--- src/rtl/cpt_pkg.sv ---
package cpt_pkg;
  parameter int CPT_CW = 16;
  parameter int CPT_NCH = 2;
  typedef logic [CPT_CW-1:0] cnt_t;

  localparam logic [3:0] MD_NORMAL   = 4'd0;
  localparam logic [3:0] MD_CTC_A    = 4'd4;
  localparam logic [3:0] MD_FAST8    = 4'd5;
  localparam logic [3:0] MD_FAST9    = 4'd6;
  localparam logic [3:0] MD_FAST10   = 4'd7;
  localparam logic [3:0] MD_CTC_CAP  = 4'd12;
  localparam logic [3:0] MD_FAST_CAP = 4'd14;
  localparam logic [3:0] MD_FAST_A   = 4'd15;

  // fixed all-ones limit of a given bit width
  function automatic cnt_t ones_limit(input int bits);
    return cnt_t'((64'd1 << bits) - 64'd1);
  endfunction

  function automatic logic mode_is_pwm(input logic [3:0] m);
    return (m == MD_FAST8) || (m == MD_FAST9) || (m == MD_FAST10) ||
           (m == MD_FAST_CAP) || (m == MD_FAST_A);
  endfunction

  function automatic cnt_t mode_top(input logic [3:0] m, input cnt_t cmp_a, input cnt_t cap);
    case (m)
      MD_CTC_A, MD_FAST_A:    return cmp_a;
      MD_CTC_CAP, MD_FAST_CAP: return cap;
      MD_FAST8:  return ones_limit(8);
      MD_FAST9:  return ones_limit(9);
      MD_FAST10: return ones_limit(10);
      default:   return '1;
    endcase
  endfunction

  // next internal waveform level of one channel
  function automatic logic wave_next(input logic [1:0] om, input logic pwm,
                                     input logic hit, input logic wrap, input logic cur);
    case (om)
      2'd1: return hit ? ~cur : cur;
      2'd2: return (pwm && wrap) ? 1'b1 : (hit ? 1'b0 : cur);
      2'd3: return (pwm && wrap) ? 1'b0 : (hit ? 1'b1 : cur);
      default: return cur;
    endcase
  endfunction
endpackage

--- src/rtl/cpt_counter.sv ---
module cpt_counter
  import cpt_pkg::*;
(
  input  logic       clk,
  input  logic       rst_n,
  input  logic       tick,
  input  logic [3:0] mode,
  input  cnt_t       cmp_a_act,
  input  cnt_t       cap_val,
  input  logic       cnt_we,
  input  cnt_t       cnt_wdata,
  output cnt_t       cnt,
  output logic       run_tick,
  output logic       wrap_evt,
  output logic       ovf_evt,
  output logic       blocked
);
  cnt_t top_w;

  always_comb begin
    top_w    = mode_top(mode, cmp_a_act, cap_val);
    run_tick = tick & ~cnt_we;
    wrap_evt = run_tick & (cnt == top_w);
    ovf_evt  = mode_is_pwm(mode) ? wrap_evt : (run_tick & (cnt == '1));
  end

  always_ff @(posedge clk) begin
    if (!rst_n) begin
      cnt     <= '0;
      blocked <= 1'b0;
    end else if (cnt_we) begin
      cnt     <= cnt_wdata;
      blocked <= 1'b1;
    end else if (run_tick) begin
      cnt     <= wrap_evt ? '0 : cnt + cnt_t'(1);
      blocked <= 1'b0;
    end
  end
endmodule

--- src/rtl/cpt_channel.sv ---
module cpt_channel
  import cpt_pkg::*;
(
  input  logic       clk,
  input  logic       rst_n,
  input  logic       pwm,
  input  logic       run_tick,
  input  logic       blocked,
  input  logic       wrap_evt,
  input  cnt_t       cnt,
  input  logic       we,
  input  cnt_t       wdata,
  input  logic [1:0] out_mode,
  output cnt_t       active,
  output logic       hit,
  output logic       pin
);
  cnt_t shadow;
  logic wv;

  assign hit = run_tick & ~blocked & (cnt == active);
  assign pin = (out_mode != 2'd0) & wv;

  always_ff @(posedge clk) begin
    if (!rst_n) begin
      shadow <= '0;
      active <= '0;
      wv     <= 1'b0;
    end else begin
      if (we) shadow <= wdata;
      if (!pwm && we)          active <= wdata;
      else if (pwm && wrap_evt) active <= shadow;
      wv <= wave_next(out_mode, pwm, hit, wrap_evt, wv);
    end
  end
endmodule

--- src/rtl/cpt_flags.sv ---
module cpt_flags #(
  parameter int NF = 3
) (
  input  logic          clk,
  input  logic          rst_n,
  input  logic [NF-1:0] evt,
  input  logic [NF-1:0] clr,
  input  logic [NF-1:0] en,
  output logic [NF-1:0] flags,
  output logic          irq
);
  assign irq = |(flags & en);

  always_ff @(posedge clk) begin
    if (!rst_n) flags <= '0;
    else        flags <= (flags & ~clr) | evt;
  end
endmodule

--- src/rtl/cmp_pwm_timer.sv ---
module cmp_pwm_timer
  import cpt_pkg::*;
(
  input  logic              clk,
  input  logic              rst_n,
  input  logic              tick,
  input  logic [3:0]        mode,
  input  logic [1:0]        out_mode_a,
  input  logic [1:0]        out_mode_b,
  input  logic              cmp_a_we,
  input  logic [CPT_CW-1:0] cmp_a_wdata,
  input  logic              cmp_b_we,
  input  logic [CPT_CW-1:0] cmp_b_wdata,
  input  logic [CPT_CW-1:0] cap_val,
  input  logic              cnt_we,
  input  logic [CPT_CW-1:0] cnt_wdata,
  input  logic [CPT_NCH:0]  flag_clr,
  input  logic [CPT_NCH:0]  irq_en,
  output logic [CPT_CW-1:0] cnt,
  output logic              wave_a,
  output logic              wave_b,
  output logic [CPT_NCH:0]  flags,
  output logic              irq
);
  localparam int NF = CPT_NCH + 1;

  logic       run_tick, wrap_evt, ovf_evt, blocked, pwm_on;
  cnt_t       ocr_v   [CPT_NCH];
  cnt_t       wd_v    [CPT_NCH];
  logic [1:0] om_v    [CPT_NCH];
  logic       we_v    [CPT_NCH];
  logic       hit_v   [CPT_NCH];
  logic       pin_v   [CPT_NCH];
  logic [NF-1:0] evt_v;

  assign pwm_on  = mode_is_pwm(mode);
  assign wd_v[0] = cmp_a_wdata;
  assign wd_v[1] = cmp_b_wdata;
  assign om_v[0] = out_mode_a;
  assign om_v[1] = out_mode_b;
  assign we_v[0] = cmp_a_we;
  assign we_v[1] = cmp_b_we;
  assign wave_a  = pin_v[0];
  assign wave_b  = pin_v[1];

  cpt_counter u_cnt (
    .clk(clk), .rst_n(rst_n), .tick(tick), .mode(mode),
    .cmp_a_act(ocr_v[0]), .cap_val(cap_val),
    .cnt_we(cnt_we), .cnt_wdata(cnt_wdata), .cnt(cnt),
    .run_tick(run_tick), .wrap_evt(wrap_evt), .ovf_evt(ovf_evt), .blocked(blocked)
  );

  assign evt_v[0] = ovf_evt;

  for (genvar g = 0; g < CPT_NCH; g++) begin : g_ch
    cpt_channel u_ch (
      .clk(clk), .rst_n(rst_n), .pwm(pwm_on), .run_tick(run_tick),
      .blocked(blocked), .wrap_evt(wrap_evt), .cnt(cnt),
      .we(we_v[g]), .wdata(wd_v[g]), .out_mode(om_v[g]),
      .active(ocr_v[g]), .hit(hit_v[g]), .pin(pin_v[g])
    );
    assign evt_v[g+1] = hit_v[g];
  end

  cpt_flags #(.NF(NF)) u_flg (
    .clk(clk), .rst_n(rst_n), .evt(evt_v), .clr(flag_clr), .en(irq_en),
    .flags(flags), .irq(irq)
  );
endmodule

--- config.mk ---
export PLATFORM = sky130hd
export DESIGN_NAME = cmp_pwm_timer
export DESIGN_NICKNAME = d
export VERILOG_FILES = /design/src/rtl/cpt_pkg.sv /design/src/rtl/cpt_counter.sv /design/src/rtl/cpt_channel.sv /design/src/rtl/cpt_flags.sv /design/src/rtl/cmp_pwm_timer.sv
export SDC_FILE = /design/constraint.sdc
export NUM_CORES = 1
export LEC_CHECK = 0
export BUFFER_PORTS_ARGS = -buffer_cell sky130_fd_sc_hd__buf_4
export CAP_MARGIN = 5
export CORE_MARGIN = 4
export CORE_UTILIZATION = 58
export CTS_BUF_LIST = sky130_fd_sc_hd__clkbuf_2 sky130_fd_sc_hd__clkbuf_4 sky130_fd_sc_hd__clkbuf_8
export DETAILED_ROUTE_END_ITERATION = 8
export HOLD_SLACK_MARGIN = 0.1
export PLACE_DENSITY = 0.83
export REMOVE_ABC_BUFFERS = 1
export SLEW_MARGIN = 0
export SYNTH_ARGS = -nofsm -noshare
export SYNTH_HDL_FRONTEND = slang
export SYNTH_SLANG_ARGS = --single-unit
--- constraint.sdc ---
create_clock -name clk -period 2.8 [get_ports clk]
set_input_delay 0.28 -clock clk [delete_from_list [all_inputs] [get_ports clk]]
set_output_delay 0.28 -clock clk [all_outputs]
set_load 0.1 [all_outputs]
# [Word-level counts from Yosys, hierarchy flattened]
# Cells that the tools add are included.
[totals] register_bits=86 elab_cells=92 input_bits=84
[op_classes] n_bitwise=16 muxes=23 eq_ne=23 reduce_logical=20 n_addsub=1
[op_table] cell="2-to-1 mux 16 bit" n=7
[op_table] cell="one-hot mux 16 bit (5 select lines)" n=1
[op_table] cell="== test 16 bit" n=3
[op_table] cell="adder 16 x 1 -> 16 bit (second input constant)" n=1
[op_table] cell="== test 16 bit (second input constant)" n=1
[op_table] cell="== test 4 x 3 -> 1 bit (second input constant)" n=4
[op_table] cell="2-to-1 mux 1 bit" n=13
[op_table] cell="== test 4 bit (second input constant)" n=3
[op_table] cell="nonzero test 2 bit" n=5
[op_table] cell="AND 1 bit" n=8
[op_table] cell="== test 2 bit (second input constant)" n=4
[op_table] cell="AND reduction 4 bit" n=2
[op_table] cell="AND 3 bit" n=2
[op_table] cell="!= test 3 x 1 -> 1 bit (second input constant)" n=2
[op_table] cell="!= test 3 x 2 -> 1 bit (second input constant)" n=2
[op_table] cell="one-hot mux 1 bit (3 select lines)" n=2
[op_table] cell="nonzero test 3 bit" n=2
[op_table] cell="== test 2 x 1 -> 1 bit (second input constant)" n=2
[op_table] cell="logical OR 1 bit" n=4
[op_table] cell="!= test 2 x 1 -> 1 bit (second input constant)" n=2
[op_table] cell="inverter 1 bit" n=4
[op_table] cell="OR reduction 2 bit" n=2
[op_table] cell="logical AND 1 bit" n=3
[op_table] cell="inverter 3 bit" n=1
[op_table] cell="other kinds (3)" n=3

# [Logic depth before layout (Yosys ltp)]
[depth] word_depth=8 mapped_depth=12

# [Modules after synthesis]
# Synthesis repeated with hierarchy kept, for this count alone.
[unflattened] cells_unflattened=639 area_unflattened_um2=5382.7
[modules_own_cells] module="cpt_channel" cells_per_inst=170 seq_area_each_um2=660.6 instances=2 area_each_um2=1575.3
[modules_own_cells] module="cpt_counter" cells_per_inst=286 seq_area_each_um2=340.3 instances=1 area_each_um2=2095.8
[modules_own_cells] module="cpt_flags" cells_per_inst=11 seq_area_each_um2=60.1 instances=1 area_each_um2=115.1
[modules_own_cells] module="cmp_pwm_timer" cells_per_inst=2 seq_area_each_um2=0.0 instances=1 area_each_um2=21.3

# [Least setup slack after synthesis]
# OpenSTA, ideal clock, no wires.
[synth_timing] kind="register -> register" start="register u_cnt.cnt[4]" end="register g_ch[0].u_ch.active[10]" stages_incl_launch_ff=12 arrival_time_ns=3.087 setup_time_ns=0.119 n_path_buf=3 setup_slack_ns=-0.406 path_cell_list="dfxtp_1 buf_2 nand2_1 or4_1 o22ai_1 a211oi_1 nor4_2 and4_1 buf_4 nand2_2 buf_6 o221a_1"
[synth_between] elab_chain_cells=4
[synth_lines] item="from (decl)" line="cpt_counter.sv:12" rtl="output cnt_t cnt,"
[synth_lines] item="from (signal assigned)" line="cpt_counter.sv:32" rtl="cnt <= cnt_wdata;"
[synth_lines] item="from (signal assigned)" line="cpt_counter.sv:35" rtl="cnt <= wrap_evt ? '0 : cnt + cnt_t'(1);"
[synth_lines] item="== test 16 bit" line="cpt_counter.sv:23" rtl="wrap_evt = run_tick & (cnt == top_w);"
[synth_lines] item="AND 1 bit" line="cpt_counter.sv:23"
[synth_lines] item="logical AND 1 bit" line="cpt_channel.sv:32" rtl="else if (pwm && wrap_evt) active <= shadow;"
[synth_lines] item="nonzero test 2 bit (no source line)"
[synth_lines] item="to (signal assigned)" line="cpt_channel.sv:31" rtl="if (!pwm && we) active <= wdata;"
[synth_lines] item="to (signal assigned)" line="cpt_channel.sv:32"
[synth_lines] item="to (decl)" line="cpt_channel.sv:14" rtl="output cnt_t active,"
# No other way between the ends.
# A chain may end at the register's enable or synchronous reset.

# [Worst setup path after layout]
[layout_timing] start="register g_ch[0].u_ch.active[3]" end="register g_ch[0].u_ch.active[14]"
[layout_between] elab_chain_cells=5
[layout_lines] item="one-hot mux 16 bit (5 select lines)" line="cpt_pkg.sv:26" rtl="case (m)"
[layout_lines] item="== test 16 bit" line="cpt_counter.sv:23"
[layout_lines] item="AND 1 bit" line="cpt_counter.sv:23"
[layout_lines] item="logical AND 1 bit" line="cpt_channel.sv:32"
[layout_lines] item="nonzero test 2 bit (no source line)"
# No other way between the ends.

==> impl_metrics.toml <==
[global_routing]
grt_start_max_net_pins = 39
grtUsageTotal = 0.302
number_of_global_route_vias_before_repair = 5332
grt_antenna_before_repair = 0
grt_first_pass_wirelength_um = 26600
grt_overflow = 0

[sta]
finalHoldWorstSlack_ns = 0.154
worst_pin_slew_ns = 0.708
clock-skew-final_ns = 0.0142
min_period_over_period = 0.949
final_hold_viol_count = 0
final.min_clock_period_ns = 2.66
setup_viol = 0
timing_max_transition_violations_final = 0
max-slew-margin-rel = 0.527
achievable-frequency_ghz = 0.376
unrepaired_setup_endpoints_after_global_routing = "no"

[synth]
synth.area.top_cells = "sky130_fd_sc_hd__dfxtp_1, sky130_fd_sc_hd__mux2i_1, sky130_fd_sc_hd__nor2_1"
netlist_instances = 661
syn_avg_cell_area_um2 = 8.05
synth-main-ff-cell = "sky130_fd_sc_hd__dfxtp_1"
cell_type_with_the_largest_total_area_after_synthesis = "sky130_fd_sc_hd__dfxtp_1"
syn_area_um2 = 5320
synth_async_sr_flop_share = 0
synth.yosys.warnings = 0
synth.top_cell.area_share = 0.324
synth_edf_count = 0
yosysUniqueCellTypes = 71
synth-seq-cells = 86
sequential_area_share_after_synthesis = 0.324

[finish]
syn2layout_area_growth_pct = 20.8
multiInputGateArea_um2 = 3300
layout-drive-gt1-share = 0.247
final_nets = 834
utilization = 0.730
insertedDiodeCount = 0
filler_cell_count = 723
seqCellArea_um2 = 1720

[pwr]
pwr-share-seq = 0.457
internal-power_mw = 1.97
irDropWorstVdd_mv = 0.366
power.density_cell_area_nw_per_um2 = 474
power.share.switching = 0.354
netSwitchingPower_mw = 1.08
p_leak_nw = 2.64
power.share.combinational = 0.257
power.clock.fraction = 0.287

[cts]
buffer_cell_driving_the_clock_tree_root = "sky130_fd_sc_hd__clkbuf_8"
worst_skew_pair.late_latency_ns = 0.37
numCtsBuffers = 9
ctsResizeCount = 0
max-clock-path-buffers = 2
tritoncts = "done"
path_clk_slew_ns = 0.11
post_cts_hold_buffer_count = 0
number_of_levels_the_h_tree_was_split_into = 3
post-cts-setup-buffers = 0
cts_sinks = 86

[drt]
drt-total-wl_um = 16700
final_antenna_net_count = 0
detailedRoute.firstPassIterationCount = 6
routed_via_density = 6.36
drc = 0
drt_iter0_markers = 460
via_count = 5484
post_drt_wl_per_cell_um = 19.4

[placed_design]
dp_hpwl_um = 12000
port_buffers = 105
place.gp.congestion = 0.936

[floorplanning]
fp-row-count = 34
floorplan.die_area_um2 = 10800
dieHeight_um = 104
placeableCoreArea_um2 = 8810
chipWidth_um = 104
start_util = 0.604
io-pin-count = 106

[critical_path]
startpoint_type = "register"
worst_path_max_delay_cell = "sky130_fd_sc_hd__or4_1"
data_arrival_time_at_the_worst_slack_endpoint_ns = 2.89
critical-path-max-stage-delay_ns = 0.50
worst_ep_required_time_ns = 3.03
worst-setup-path-type = "reg -> reg"
timing.critical_path.fanout_max = 31
critical_path_cell_by_cell = "and4b_1 > or4_1 > o22ai_1 > a211oi_1 > nor4_2 > nand4_2 > buf_12 > nor3_1 > a211oi_2"
timing.critical_path.to_type = "register"

[outcome]
status = "completed"

[hold_path]
hold_path_class = "in -> reg"

[flow_run]
timing.max_cap.violations = 0
==> power by group through the flow <==
stage / clock network [mW] / registers (mW) / logic (mW)
CTS: 0.885 / 1.39 / 0.770
detailed placement: 0 / 1.42 / 0.763
global placement: 0 / 1.41 / 0.742
floorplan: 0 / 1.51 / 0.350
finish: 0.873 / 1.39 / 0.782
global route: 0.943 / 1.40 / 0.841
==> cells in the mapped netlist (7+ instances only) <==
| library cell | instances |
|---|---|
| sky130_fd_sc_hd__nor2_1 | 88 |
| sky130_fd_sc_hd__dfxtp_1 | 86 |
| sky130_fd_sc_hd__o21ai_0 | 48 |
| sky130_fd_sc_hd__a21oi_1 | 39 |
| sky130_fd_sc_hd__clkbuf_1 | 39 |
| sky130_fd_sc_hd__nor3_1 | 35 |
| sky130_fd_sc_hd__mux2i_1 | 33 |
| sky130_fd_sc_hd__nand2_1 | 24 |
| sky130_fd_sc_hd__xor2_1 | 24 |
| sky130_fd_sc_hd__a211oi_2 | 22 |
| sky130_fd_sc_hd__xnor2_1 | 20 |
| sky130_fd_sc_hd__nand3_1 | 17 |
| sky130_fd_sc_hd__nor4_1 | 12 |
| sky130_fd_sc_hd__nor2b_1 | 11 |
| sky130_fd_sc_hd__inv_1 | 10 |
| sky130_fd_sc_hd__nand4_1 | 10 |
| sky130_fd_sc_hd__buf_2 | 9 |
| sky130_fd_sc_hd__and3_1 | 8 |
| sky130_fd_sc_hd__a31oi_1 | 7 |
| sky130_fd_sc_hd__and2_1 | 7 |
| sky130_fd_sc_hd__o21ai_1 | 7 |
==> flip-flops by register name, summed over array words and instances, names as in the netlist <==
register	flops
g_ch.u_ch.shadow	32
u_cnt.blocked	1
u_flg.flags	3
g_ch.u_ch.wv	2
u_cnt.cnt	16
g_ch.u_ch.active	32
==> kinds of logic after synthesis <==
kind of cell / count (synthesis) / share of synthesized area
AND/OR/NAND/NOR: 259 / 0.254
adder cells (fa/ha/maj): 1 / 0.00235
AO/OA/AOI/OAI: 169 / 0.227
flip-flops: 86 / 0.324
buffers and inverters: 68 / 0.0565
multiplexers: 34 / 0.0642
XOR/XNOR: 44 / 0.0725
==> critical path, delay by kind of cell, from the launching register on <==
family,cells,cell delay [ns]
AOI/OAI and AO/OA,3,0.34
DFF,1,0.46
buffers and inverters,1,0.20
and+or+nand+nor,5,1.51
==> metrics by stage <==
stage	setup TNS [ns]	area, um^2	power (mW)	setup WS [ns]	cells
2_1_floorplan	-33.76	5060	1.86	-0.831	605
3_3_place_gp	0	6230	2.15	0.128	846
3_5_place_dp	0	6230	2.18	0.0979	846
4_1_cts	0	6430	3.04	0.177	862
5_1_grt	0	6430	3.18	0.00518	862
6_report	0	6430	3.05	0.144	862
==> worst paths after layout <==
kind / start / endpoint / slack, ns / cells after the start
hold / removal: cmp_b_wdata[0] / g_ch[1].u_ch.shadow[0]$_SDFFE_PN0P_ / 0.15 / 3
setup reg to reg: g_ch[0].u_ch.active[3]$_SDFFE_PN0P_ / g_ch[0].u_ch.active[14]$_SDFFE_PN0P_ / 0.14 / 9
hold reg to reg: g_ch[1].u_ch.shadow[8]$_SDFFE_PN0P_ / g_ch[1].u_ch.active[8]$_SDFFE_PN0P_ / 0.49 / 2
setup / recovery: g_ch[0].u_ch.active[3]$_SDFFE_PN0P_ / g_ch[0].u_ch.active[14]$_SDFFE_PN0P_ / 0.14 / 9
==> final cells by class <==
class,count,area share
Multi-Input combinational cell,507,0.514
Sequential cell,86,0.268
Timing Repair Buffer,133,0.159
Tap cell,108,0.0210
Clock buffer,9,0.0193
Clock inverter,7,0.0119
Inverter,12,0.00701
==> metal layers <==
layer / wire length, um / global-route usage / part of all wire / vias up
li1: - / - / - / 2571
met1: 6780 / 0.385 / 0.41 / 2587
met2: 7970 / 0.502 / 0.48 / 280
met3: 1480 / 0.0634 / 0.089 / 46
met4: 460 / 0.118 / 0.028 / 0
met5: 0 / 0 / 0 / -
==> cells in the final DEF, fill, tap and decap left out, types with 3 or more instances in the layout <==
cell and instances:
sky130_fd_sc_hd__xor2_1 24, sky130_fd_sc_hd__clkinv_4 3, sky130_fd_sc_hd__nor3_1 35, sky130_fd_sc_hd__o21ai_1 6, sky130_fd_sc_hd__a311oi_2 3, sky130_fd_sc_hd__o221a_1 5, sky130_fd_sc_hd__o21a_1 3, sky130_fd_sc_hd__a21oi_1 39
sky130_fd_sc_hd__or3b_1 3, sky130_fd_sc_hd__o21ai_0 48, sky130_fd_sc_hd__and3_1 8, sky130_fd_sc_hd__nor2b_1 11, sky130_fd_sc_hd__nor3b_1 6, sky130_fd_sc_hd__nor2_1 88, sky130_fd_sc_hd__buf_4 131, sky130_fd_sc_hd__nand2b_1 6
sky130_fd_sc_hd__a211oi_2 22, sky130_fd_sc_hd__nand4_1 10, sky130_fd_sc_hd__mux2i_1 33, sky130_fd_sc_hd__a211oi_1 4, sky130_fd_sc_hd__dfxtp_1 86, sky130_fd_sc_hd__or4_1 5, sky130_fd_sc_hd__clkbuf_8 9, sky130_fd_sc_hd__or3_1 5
sky130_fd_sc_hd__a31oi_1 7, sky130_fd_sc_hd__inv_1 10, sky130_fd_sc_hd__nand3_1 17, sky130_fd_sc_hd__nand4b_1 4, sky130_fd_sc_hd__and4_1 4, sky130_fd_sc_hd__o211ai_1 4, sky130_fd_sc_hd__inv_8 3, sky130_fd_sc_hd__and2_1 7
sky130_fd_sc_hd__nor4_1 12, sky130_fd_sc_hd__nand2_1 24, sky130_fd_sc_hd__xnor2_1 20
(Power assumes the default switching activity.)
